--- config.mk ---
export PLATFORM = sky130hd
export DESIGN_NAME = rx_trig_fifo
export DESIGN_NICKNAME = d
export VERILOG_FILES = /design/src/rtl/rx_trig_fifo.sv
export SDC_FILE = /design/constraint.sdc
export NUM_CORES = 1
export LEC_CHECK = 0
export ABC_AREA = 1
export BUFFER_PORTS_ARGS = -buffer_cell sky130_fd_sc_hd__clkbuf_2
export CAP_MARGIN = 30
export CELL_PAD_IN_SITES_DETAIL_PLACEMENT = 1
export CELL_PAD_IN_SITES_GLOBAL_PLACEMENT = 2
export CORE_MARGIN = 8
export CORE_UTILIZATION = 42
export CTS_CLUSTER_SIZE = 8
export DETAILED_ROUTE_END_ITERATION = 6
export PLACE_DENSITY_LB_ADDON = 0.1
export SETUP_SLACK_MARGIN = 0.15
export SLEW_MARGIN = 20
export SYNTH_ARGS = -nofsm -noshare
export SYNTH_HDL_FRONTEND = slang
export SYNTH_SLANG_ARGS = --single-unit
--- constraint.sdc ---
create_clock -name clk -period 3.79 [get_ports clk]
set_clock_uncertainty 0.1 [all_clocks]
set_input_delay 0.379 -clock clk [delete_from_list [all_inputs] [get_ports clk]]
set_output_delay 0.379 -clock clk [all_outputs]
set_load 0.01 [all_outputs]
--- src/rtl/rx_trig_fifo.sv ---
module rx_trig_fifo #(
  parameter int DEPTH = 16,
  parameter int W     = 8,
  parameter int LVL0  = 1,
  parameter int LVL1  = 4,
  parameter int LVL2  = 8,
  parameter int LVL3  = 14,
  localparam int CW   = $clog2(DEPTH + 1)
) (
  input  logic          clk,
  input  logic          rst_n,
  input  logic          rx_en,
  input  logic          rx_ie,
  input  logic          ctl_we,
  input  logic [7:0]    ctl_wdata,
  input  logic          push_valid,
  input  logic [W-1:0]  push_data,
  input  logic          pop,
  output logic [W-1:0]  pop_data,
  output logic [CW-1:0] count,
  output logic          full_flag,
  output logic          flag_set,
  output logic          flag_clr,
  output logic          rx_irq
);
  localparam int PW = (DEPTH > 1) ? $clog2(DEPTH) : 1;
  localparam logic [CW-1:0] FULL = CW'(DEPTH);
  localparam logic [PW-1:0] LAST = PW'(DEPTH - 1);

  logic [W-1:0]  mem [DEPTH];
  logic [PW-1:0] wr_ptr, rd_ptr;
  logic [1:0]    trig_sel;
  logic [CW-1:0] trig_lvl, cnt_n;
  logic          flush, push_ok, pop_ok, irq_n;

  assign flush   = ctl_we & ctl_wdata[1];
  assign push_ok = push_valid & rx_en & ~flush & (count != FULL);
  assign pop_ok  = pop & ~flush & (count != '0);

  always_comb begin
    case (trig_sel)
      2'd0:    trig_lvl = CW'(LVL0);
      2'd1:    trig_lvl = CW'(LVL1);
      2'd2:    trig_lvl = CW'(LVL2);
      default: trig_lvl = CW'(LVL3);
    endcase
  end

  always_comb begin
    case ({push_ok, pop_ok})
      2'b10:   cnt_n = count + 1'b1;
      2'b01:   cnt_n = count - 1'b1;
      default: cnt_n = count;
    endcase
  end

  assign flag_set = push_ok & (cnt_n >= trig_lvl);
  assign flag_clr = flush | (pop_ok & (cnt_n < trig_lvl));
  assign pop_data = (count != '0) ? mem[rd_ptr] : '0;

  always_comb begin
    irq_n = rx_irq;
    if (flush || !rx_ie) irq_n = 1'b0;
    else if (flag_set)   irq_n = 1'b1;
    else if (flag_clr)   irq_n = 1'b0;
  end

  always_ff @(posedge clk) begin
    if (push_ok) mem[wr_ptr] <= push_data;
  end

  always_ff @(posedge clk or negedge rst_n) begin
    if (!rst_n) begin
      wr_ptr    <= '0;
      rd_ptr    <= '0;
      count     <= '0;
      trig_sel  <= 2'd0;
      full_flag <= 1'b0;
      rx_irq    <= 1'b0;
    end else begin
      if (ctl_we) trig_sel <= ctl_wdata[7:6];
      if (flush) begin
        wr_ptr    <= '0;
        rd_ptr    <= '0;
        count     <= '0;
        full_flag <= 1'b0;
      end else begin
        if (push_ok) wr_ptr <= (wr_ptr == LAST) ? '0 : wr_ptr + 1'b1;
        if (pop_ok)  rd_ptr <= (rd_ptr == LAST) ? '0 : rd_ptr + 1'b1;
        count <= cnt_n;
        if (flag_set)      full_flag <= 1'b1;
        else if (flag_clr) full_flag <= 1'b0;
      end
      rx_irq <= irq_n;
    end
  end
endmodule


Word level (Yosys, flattened, before mapping)
Memories as Yosys holds them, arrays and structs flattened.
Cells that the tools add are included.

cells by class
  add/subtract/negate cells = 4
  $mul = 0
  div/mod/pow operators = 0
  order comparisons = 2
  equality and inequality tests = 7
  shift operators = 0
  muxes and demuxes = 16
  bitwise operators = 10
  reduce and logical (&&, ||, !) cells = 8

operator list
  kind                   count
  $mux W4                6
  $pmux W4 S3            1
  $pmux W5 S2            1
  $add A4 B1 Y4 const B  2
  $and A1 B1 Y1          8
  $eq A4 B4 Y1 const B   2
  $mux W8                1
  $mux W1                6
  $reduce_bool A3 Y1     2
  $add A5 B1 Y5 const B  1
  $ge A5 B5 Y1           1
  $lt A5 B5 Y1           1
  $mux W5                1
  $ne A5 B5 Y1 const B   1
  $reduce_bool A5 Y1     1
  $sub A5 B1 Y5 const B  1
  $eq A2 B1 Y1 const B   2
  $eq A2 B2 Y1 const B   2
  $reduce_bool A2 Y1     2
  $logic_not A2 Y1       1
  $logic_not A1 Y1       1
  $logic_or A1 B1 Y1     1
  $not A1 Y1             1
  $or A1 B1 Y1           1

word-level totals
  flip-flop bits (word level) = 17
  bits in latches = 0
  RAM bits = 128
  ROM bits = 0
  bits of input ports = 23
  word-level logic and storage cells = 54
  memories kept = 1

memory list
  memory  words  width  rd ports  clocked after memory_dff  wr ports  line  RTL
  mem     16     8      1         0                         1         30    logic [W-1:0] mem [DEPTH];

Depth between registers and ports, before layout
Gate-level depths: netlist of run 1.

  word-level depth = 12
  gate-level depth with buffers = 23
  depth with buffers taken out = 23

Worst setup path before layout of run 1
OpenSTA, ideal clock, no wires.

  path type = flip-flop to output port
  start point = register count[1]
  end point = output flag_set
  arrival time = 2,950 ps
  data required time = 3,311 ps
  path slack = 361 ps
  cell stages (with the launch flop) = 23
  path buffers = 0
  cells stage by stage = dfrtp_1 -> inv_1 -> nand4_1 -> nand2_1 -> inv_1 -> nand2_1 -> inv_1 -> ha_1 -> xor2_2 -> ha_1 -> inv_1 -> nand2_1 -> nand2_1 -> nand3_1 -> nand2_1 -> ha_1 -> nand2_1 -> inv_1 -> o21a_1 -> nor3_1 -> nand4_1 -> nand2_2 -> inv_1

between the ends
  longest elaborated chain between the ends = 6
  elaborated cells between the ends (all ways) = 11
  those cells by class = 2 x add/sub; 1 x order compare; 3 x eq/ne; 1 x mux; 3 x bitwise; 1 x reduce/logical

RTL lines
  item                                                line    RTL
  start, declared                                     20      output logic [CW-1:0] count,
  start signal, assigned                              90      count <= cnt_n;
  $ne A5 B5 Y1 or $reduce_bool A5 Y1 (tied branches)  37, 38
  $and A1 B1 Y1, on equally long branches             37, 38
  $eq A2 B1 Y1 or $eq A2 B2 Y1 (tied branches)        50      case ({push_ok, pop_ok})
  $pmux W5 S2                                         50
  $ge A5 B5 Y1                                        57      assign flag_set = push_ok & (cnt_n >= trig_lvl);
  $and A1 B1 Y1 (*)                                   57
  end, declared                                       22      output logic flag_set,

Every way passes the cells marked *; elsewhere a longest branch is shown, timed or not.

Worst setup path in the final report of run 1
  start point = register count[3]
  end point = register rd_ptr[2]

between the ends
  longest elaborated chain between the ends = 3

RTL lines
  item                          line  RTL
  $reduce_bool A5 Y1            38    assign pop_ok = pop & ~flush & (count != '0);
  $and A1 B1 Y1                 38
  $reduce_bool A2 Y1 (no line)  --
  end signal, assigned          89    if (pop_ok) rd_ptr <= (rd_ptr == LAST) ? '0 : rd_ptr + 1'b1;
  end, declared                 31    logic [PW-1:0] wr_ptr, rd_ptr;

Every way passes these cells.
A chain may end at the register's enable or synchronous reset.

==> flow_summary.toml, run 1 <==
[worst_setup_path]
crit_path_frequent_cell = "buf_4"
path_depth = 29
worst_r2r_startpoint = "count[3]$_DFF_PN0_"
startpoint_type = "register"
path_delay_family = "buffers and inverters"
cp_slowest_cell = "dfrtp_1"
arrival_ps = 4160
critPathBufInv = 23
startpoint = "count[3]$_DFF_PN0_"
endpoint_kind = "register"
worstSetupPathType = "reg -> reg"
cp_max_fo = 2
critPathMaxStageDelay_ps = 400
critPathRequiredTime_ps = 3990
rr_worst_depth = 29

[global_route]
grtUsageMet1_pct = 22.3
grt.met2_usage_pct = 30.7
grt.overflow.total = 0
grt_max_degree = 41
grt_busiest_layer = "met2"
grt_first_pass_wirelength_mm = 26.8
antenna_found_initial = 0
grt_util_met3_pct = 3.97
grt_pass1_vias = 4726
grt_util_all_layers_pct = 18.2

[clock_tree]
cts.sinks = 145
root_buffer = "clkbuf_16"
clockBufferDepth = 2
path_clk_slew_ps = 60
htreeDepth = 4
cts_inserted_buffers = 17
clkLatencyLatePin_ps = 430
cts_tree = "done"

[sta]
rsz0062_at_grt = "true"
hold_viol_final = 0
fin_tns_setup_ps = -535
slew_viol_final = 0
finalCritPeriodShare_pct = 105
fin_hold_ws_ps = 54.4
max_freq_mhz = 252
slew_headroom_pct = 38.6
period_minus_slack_ps = 3960
setup-violations-final = 4
worstMarginPinSlew_ps = 918
fin_ws_ps = -173

[route]
viasPerCell = 5.43
drtIter0Drc = 234
avgRoutedWirePerCell_um = 21.3
drc = 0
num_vias = 4384
ant_nets = 0
drt_pass1_iterations = 4
routed_wl_mm = 17.2

[finish]
utilization_pct = 52.8
drive_gt1_share_pct = 28.2
layout_commonest_cell = "edfxtp_1"
final_net_count = 649
fillers = 1517
final_cell_mix = "edfxtp_1, nand2_1, buf_4"
fin_area_mm2 = 0.00770
area_growth_pct = 22.4
seq_area_mm2 = 0.00427
multi_input_area_mm2 = 0.00191
stdcell_count = 808
antennaDiodeCount = 0

[placed_design]
placed_cells = 725
portBuffers = 34
dpl.hpwl_mm = 10.9
dpl_cell_area_mm2 = 0.00666
gp_congestion = 0.781

[power_and_ir_drop]
power.leakage_uw = 0.00295
ir_drop_mv = 0.338
powerDensity_mw_per_mm2 = 709

[run_status]
status = "finished, violations left"
violations = "setup timing"

[yosys]
synth-warning-count = 0
ys_seq_area_share_pct = 67.8
synth_cell_types = 42
syn_area_per_cell_um2 = 12.2
netlist_instances = 514
ys_ff_latch = 145
syn-num-nets = 549
netlist_area_mm2 = 0.00629

[floorplan]
core_area_mm2 = 0.0146
die_w_um = 138
die-area_mm2 = 0.0192
rows = 44
die_h_um = 138
io_pins = 40
initial_core_util_pct = 43.1

[min_path]
min_from = "rx_ie"
holdPathStages = 3
hold_class = "in -> reg"

[job]
maxCapViolations = 0
-- layer usage --
| layer | vias up | wire, um |
|---|---|---|
| li1 | 2056 | - |
| met1 | 2225 | 7700 |
| met2 | 77 | 8650 |
| met3 | 26 | 553 |
| met4 | 0 | 316 |
| met5 | - | 0 |
-- sequential cells by signal, summed over array words and instances (netlist names) --
register and count:
mem 128, count 5, rd_ptr 4, wr_ptr 4, trig_sel 2, full_flag 1, rx_irq 1
-- cells in the mapped netlist (all sizes together) --
cell type / number / area share [%]
o21a: 2 / 0.24
o221ai: 8 / 1.1
dfrtp: 17 / 6.8
a211o: 1 / 0.14
edfxtp: 128 / 61
nor2: 47 / 2.8
nand4: 7 / 0.89
xor2: 5 / 0.82
a21oi: 37 / 3.0
a211oi: 8 / 1.3
nand3: 13 / 1.3
xnor2: 1 / 0.14
buf: 17 / 1.8
o22ai: 9 / 0.89
o211ai: 2 / 0.32
clkbuf: 3 / 0.18
o21ai: 25 / 2.0
clkinv: 2 / 0.14
mux2i: 8 / 1.3
a221oi: 8 / 1.2
nand2: 110 / 6.8
a21boi: 8 / 0.95
nor3: 9 / 0.72
inv: 27 / 1.7
ha: 12 / 2.4
-- area by class of cell --
type                            instances  area share (%)
Clock buffer                           20            5.67
Clock inverter                          9           0.601
Inverter                               29            1.46
Multi-Input combinational cell        320            24.8
Sequential cell                       145            55.5
Tap cell                              184            2.99
Timing Repair Buffer                  101            9.05
-- where the power goes --
| group | switching [uW] | leakage [uW] | internal, uW |
|---|---|---|---|
| sequential | 104 | 0.00137 | 1810 |
| clock | 599 | 0.000234 | 810 |
| combinational | 1260 | 0.00135 | 878 |
-- worst paths after layout --
kind	end	slack, ps
max	rd_ptr[2]$_DFFE_PN0P_	-170
min	rx_irq$_DFFE_PN0P_	50
max reg2reg	rd_ptr[2]$_DFFE_PN0P_	-170
min reg2reg	full_flag$_DFFE_PN0P_	430
max in group asynchronous	rd_ptr[0]$_DFFE_PN0P_	2910
min in group asynchronous	trig_sel[1]$_DFFE_PN0P_	330
-- through the flow --
stage,worst slack (ps),total power (uW)
finish,-173,5460
global route,-349,5740
CTS,-18.0,5410
detailed placement,-67.4,3630
global placement,111,3570
floorplan,361,3030
-- what timing repair did --
item,4_1_cts,5_1_grt
endpoints found under the hold margin,17,0
hold buffers,1,0
gates resized for setup,30,9
setup buffers,45,4
pin swaps,20,14
endpoints found under the setup margin,2,6
-- worst register-to-register path, delay by kind of cell, from the launching register on --
kind / cells / cell delay, ps
simple gates: 5 / 550
xor+xnor: 1 / 140
flops: 1 / 400
buf+inv: 23 / 2650
-- kinds of logic (layout without fill, tap and decap cells) --
logic type,count (synthesis),count (layout),share of synthesized area [%]
AOI/OAI and AO/OA,108,108,11.2
xor gates and xnor gates,6,6,0.955
adders and majority gates,12,12,2.39
buffers and inverters,49,159,3.82
DFF,145,145,67.8
muxes,8,8,1.27
and+or+nand+nor,186,186,12.5
No activity file was read; power rests on OpenSTA's default activity.
==> inputs of run 2 (changes only) <==
--- a/config.mk
+++ b/config.mk
@@ -16,6 +16,7 @@
 export DETAILED_ROUTE_END_ITERATION = 6
 export PLACE_DENSITY_LB_ADDON = 0.1
 export SETUP_SLACK_MARGIN = 0.15
+export SKIP_LAST_GASP = 1
 export SLEW_MARGIN = 20
 export SYNTH_ARGS = -nofsm -noshare
 export SYNTH_HDL_FRONTEND = slang
==> flow_summary.toml, run 2 (same netlist as run 1, synthesis figures left out) <==
[finish]
top_regs = "mem x128, count x5"
seq_area_mm2 = 0.00427
final_cell_mix = "edfxtp_1, nand2_1, buf_4"
utilization_pct = 53.1
regMostFlops = "mem"
largest_reg_flops = 128
stdcell_count = 811
final_net_count = 652
area_growth_pct = 23.2
multi_input_area_mm2 = 0.00194
antennaDiodeCount = 0
drive_gt1_share_pct = 28.7
fillers = 1508
layout_commonest_cell = "edfxtp_1"

[sta]
finalCritPeriodShare_pct = 105
rsz0062_at_grt = "true"
hold_viol_final = 0
slew_headroom_pct = 38.6
max_freq_mhz = 250
worstMarginPinSlew_ps = 918
fin_ws_ps = -203
fin_hold_ws_ps = 51.8
slew_viol_final = 0
fin_tns_setup_ps = -458
period_minus_slack_ps = 3990
setup-violations-final = 4

[route]
top_layer = "met4"
wl_met1_mm = 7.75
ant_nets = 0
met2_length_mm = 9.02
drc = 0
avgRoutedWirePerCell_um = 21.9
met3WireLength_um = 605
drt_pass1_iterations = 4
drtIter0Drc = 247
routed_wl_mm = 17.7
num_vias = 4436
viasPerCell = 5.47

[placed_design]
placed_cells = 725
pre_cts_ws_ps = -67.4
portBuffers = 34
gp_congestion = 0.781
dpl.hpwl_mm = 10.9

[worst_setup_path]
cp_max_fo = 2
arrival_ps = 4190
worstSetupPathType = "reg -> reg"
crit_path_frequent_cell = "buf_4"
endpoint_kind = "register"
startpoint = "count[3]$_DFF_PN0_"
startpoint_type = "register"
cp_slowest_cell = "dfrtp_1"
critPathMaxStageDelay_ps = 390
rr_worst_depth = 29
worst_r2r_startpoint = "count[3]$_DFF_PN0_"
critPathRequiredTime_ps = 3990

[global_route]
grt.overflow.total = 0
grt_util_all_layers_pct = 18.4
grt_pass1_vias = 4758
grt_max_degree = 41
grt_first_pass_wirelength_mm = 27.1
antenna_found_initial = 0

[floorplan]
die-area_mm2 = 0.0192
rows = 44
io_pins = 40
initial_core_util_pct = 43.1
die_h_um = 138
core_area_mm2 = 0.0146
die_w_um = 138

[min_path]
holdPathStages = 3
min_from = "rx_ie"
hold_class = "in -> reg"

[power_and_ir_drop]
p_clk_share_pct = 25.6
p_seq_share_pct = 34.5
switchingPower_uw = 2010
power.leakage_uw = 0.00297
swShare_pct = 36.3
pwr-share-comb_pct = 39.9
powerDensity_mw_per_mm2 = 714
ir_drop_mv = 0.339
p_int_uw = 3530

[clock_tree]
cts_inserted_buffers = 17
clockBufferDepth = 2
path_clk_slew_ps = 60
clkLatencyLatePin_ps = 430
root_buffer = "clkbuf_16"
cts.sinks = 145
cts_tree = "done"
htreeDepth = 4

[run_status]
status = "finished, violations left"
violations = "setup timing"

[job]
maxCapViolations = 0
run 2: changes by cell type in the layout (fill, tap and decap cells not counted), sizes merged:
cell / delta
buf: +2
clkbuf: +1
run 2: area by class of cell:
| type | count | area share (%) |
|---|---|---|
| Sequential cell | 145 | 55.1 |
| Multi-Input combinational cell | 320 | 25.0 |
| Timing Repair Buffer | 104 | 9.28 |
| Clock buffer | 20 | 5.63 |
| Tap cell | 184 | 2.97 |
| Inverter | 29 | 1.45 |
| Clock inverter | 9 | 0.597 |
run 2: stage by stage:
stage | instance area (um2) | power, uW
finish | 7750 | 5540
floorplan | 6290 | 3030
global route | 7750 | 5800
detailed placement | 6660 | 3630
CTS | 7590 | 5390
global placement | 6660 | 3570
run 2: critical path, delay by kind of cell (launching register included):
family	cells	cell delay, ps
buffers and inverters	23	2710
DFF	1	390
xor gates and xnor gates	1	150
and+or+nand+nor	5	500
run 2: per-layer routing:
layer  global-route usage [%]  vias to the layer above
met4                     7.27                        0
met3                     4.08                       23
met1                     22.5                     2262
li1                         -                     2063
met5                        0                        -
met2                     31.0                       88
run 2: repair_timing:
item	CTS	global route
hold endpoints to repair	17	0
buffers inserted	45	6
endpoints found under the setup margin	2	6
hold buffers	1	0
resized for setup	24	18
pin swaps	19	18
run 2: path summary, 6_finish.rpt:
kind	endpoint	slack, ps
max in group asynchronous	rd_ptr[0]$_DFFE_PN0P_	2890
setup / recovery	rd_ptr[2]$_DFFE_PN0P_	-200
hold / removal	rx_irq$_DFFE_PN0P_	50
min in group asynchronous	rx_irq$_DFFE_PN0P_	340
setup reg to reg	rd_ptr[2]$_DFFE_PN0P_	-200
hold reg to reg	full_flag$_DFFE_PN0P_	430
run 2: power groups by stage:
stage	sequential, uW	combinational, uW	clock [uW]
after global routing	1920	2390	1500
after global placement	1940	1630	0
after CTS	1910	2050	1430
final	1910	2210	1420
after detailed placement	1940	1690	0
after floorplan	1900	1120	0
==> inputs of run 3 (changes only) <==
--- a/config.mk
+++ b/config.mk
@@ -6,7 +6,7 @@
 export NUM_CORES = 1
 export LEC_CHECK = 0
 export ABC_AREA = 1
-export BUFFER_PORTS_ARGS = -buffer_cell sky130_fd_sc_hd__clkbuf_2
+export BUFFER_PORTS_ARGS = -buffer_cell sky130_fd_sc_hd__buf_2
 export CAP_MARGIN = 30
 export CELL_PAD_IN_SITES_DETAIL_PLACEMENT = 1
 export CELL_PAD_IN_SITES_GLOBAL_PLACEMENT = 2
==> constraint.sdc (replaced) <==
create_clock -name clk -period 3.79 [get_ports clk]
set_clock_uncertainty 0.1 [all_clocks]
set_input_delay 0.1895 -clock clk [delete_from_list [all_inputs] [get_ports clk]]
set_output_delay 0.1895 -clock clk [all_outputs]
set_load 0.01 [all_outputs]
==> flow_summary.toml, run 3 (same netlist as run 1, synthesis figures left out) <==
[global_route]
grt_first_pass_wirelength_mm = 27.0
grt_pass1_vias = 4769
antenna_found_initial = 0
grt_max_degree = 48
grt.overflow.total = 0
grt_util_all_layers_pct = 18.4

[sta]
fin_hold_ws_ps = 73.3
finalCritPeriodShare_pct = 100
hold_viol_final = 0
rsz0062_at_grt = "true"
fin_ws_ps = -2.19
period_minus_slack_ps = 3790
setup-violations-final = 1
slew_viol_final = 0
worstMarginPinSlew_ps = 990
max_freq_mhz = 264
slew_headroom_pct = 33.8

[placed_design]
placed_cells = 718
dpl.hpwl_mm = 10.5
pre_cts_ws_ps = 83.7
dpl_cell_area_mm2 = 0.00661
gp_congestion = 0.749
portBuffers = 34

[floorplan]
io_pins = 40
die-area_mm2 = 0.0192
die_w_um = 138
rows = 44
core_area_mm2 = 0.0146
initial_core_util_pct = 43.1
die_h_um = 138

[finish]
utilization_pct = 54.9
largest_reg_flops = 128
layout_commonest_cell = "edfxtp_1"
top_regs = "mem x128, count x5"
antennaDiodeCount = 0
drive_gt1_share_pct = 29.4
final_cell_mix = "edfxtp_1, nand2_1, nor2_1"
final_net_count = 657
regMostFlops = "mem"
fin_area_mm2 = 0.00801
stdcell_count = 819
area_growth_pct = 27.3

[clock_tree]
cts_inserted_buffers = 17
root_buffer = "clkbuf_16"
htreeDepth = 4
path_clk_slew_ps = 60
cts_tree = "done"
clkLatencyLatePin_ps = 420
cts.sinks = 145
clockBufferDepth = 2

[route]
drt_pass1_iterations = 4
drc = 0
drtIter0Drc = 230
ant_nets = 0
num_vias = 4449
routed_wl_mm = 18.2
viasPerCell = 5.43
avgRoutedWirePerCell_um = 22.2

[power_and_ir_drop]
power.leakage_uw = 0.00305
powerDensity_mw_per_mm2 = 744
ir_drop_mv = 0.386

[worst_setup_path]
critPathRequiredTime_ps = 3500
worstSetupPathType = "reg -> out"
endpoint_kind = "output pin"
startpoint_type = "register"
cp_max_fo = 8
arrival_ps = 3500

[run_status]
status = "finished, violations left"
violations = "setup timing"

[min_path]
hold_class = "in -> reg"

[job]
maxCapViolations = 0
[run 3: stage by stage]
| step | setup TNS, ps | power, uW |
|---|---|---|
| floorplan | 0 | 3030 |
| global placement | 0 | 3530 |
| detailed placement | 0 | 3580 |
| CTS | 0 | 5580 |
| global route | -735 | 6240 |
| finish | -2.19 | 5960 |
[run 3: area by class of cell]
class / count / area, um2
Clock buffer: 19 / 433
Clock inverter: 13 / 120
Fill cell: 1479 / 6580
Inverter: 29 / 116
Multi-Input combinational cell: 320 / 1930
Sequential cell: 145 / 4270
Tap cell: 184 / 230
Timing Repair Buffer: 109 / 903
[run 3: final timing paths]
| kind | startpoint | endpoint | slack [ps] | depth (start not counted) |
|---|---|---|---|---|
| setup / recovery | count[3]$_DFF_PN0_ | pop_data[2] | -2 | 22 |
| hold / removal | push_data[4] | mem[10][4]$_DFFE_PP_ | 70 | 1 |
| setup reg to reg | count[4]$_DFF_PN0_ | rd_ptr[3]$_DFFE_PN0P_ | 110 | 29 |
| hold reg to reg | full_flag$_DFFE_PN0P_ | full_flag$_DFFE_PN0P_ | 430 | 2 |
| max in group asynchronous | rst_n | rd_ptr[0]$_DFFE_PN0P_ | 3100 | 2 |
| min in group asynchronous | rst_n | count[4]$_DFF_PN0_ | 150 | 2 |
[run 3: worst max-delay path, cell delays in order, from the launching register on]
cell and delay (ps):
dfrtp_2 430, nor2_4 120, nand4_1 170, buf_4 180, buf_6 110, buf_6 100, buf_6 100, buf_6 110
buf_6 110, buf_6 110, buf_6 110, buf_6 110, buf_6 110, buf_6 110, buf_6 100, buf_6 100
buf_6 110, buf_6 100, buf_6 110, buf_6 110, clkinvlp_4 220, a211oi_2 100, buf_2 160
[run 3: layer usage]
layer | share of wire (%) | track usage (%) | vias up
li1 | - | - | 2066
met1 | 43 | 22.1 | 2250
met2 | 51 | 31.5 | 98
met3 | 3.1 | 3.49 | 35
met4 | 2.9 | 8.07 | 0
met5 | 0 | 0 | -
[run 3: power breakdown]
group / switching [uW] / leakage (uW) / internal, uW
Sequential: 125 / 0.00137 / 1810
Combinational: 1350 / 0.00141 / 1090
Clock: 629 / 0.000269 / 955
[run 3: repair_timing]
action,CTS,global route
hold buffers,8,0
gates resized for setup,23,59
setup endpoints to repair,2,13
pin swaps,17,16
hold endpoints to repair,20,0
gates cloned,0,0
buffers inserted,52,8
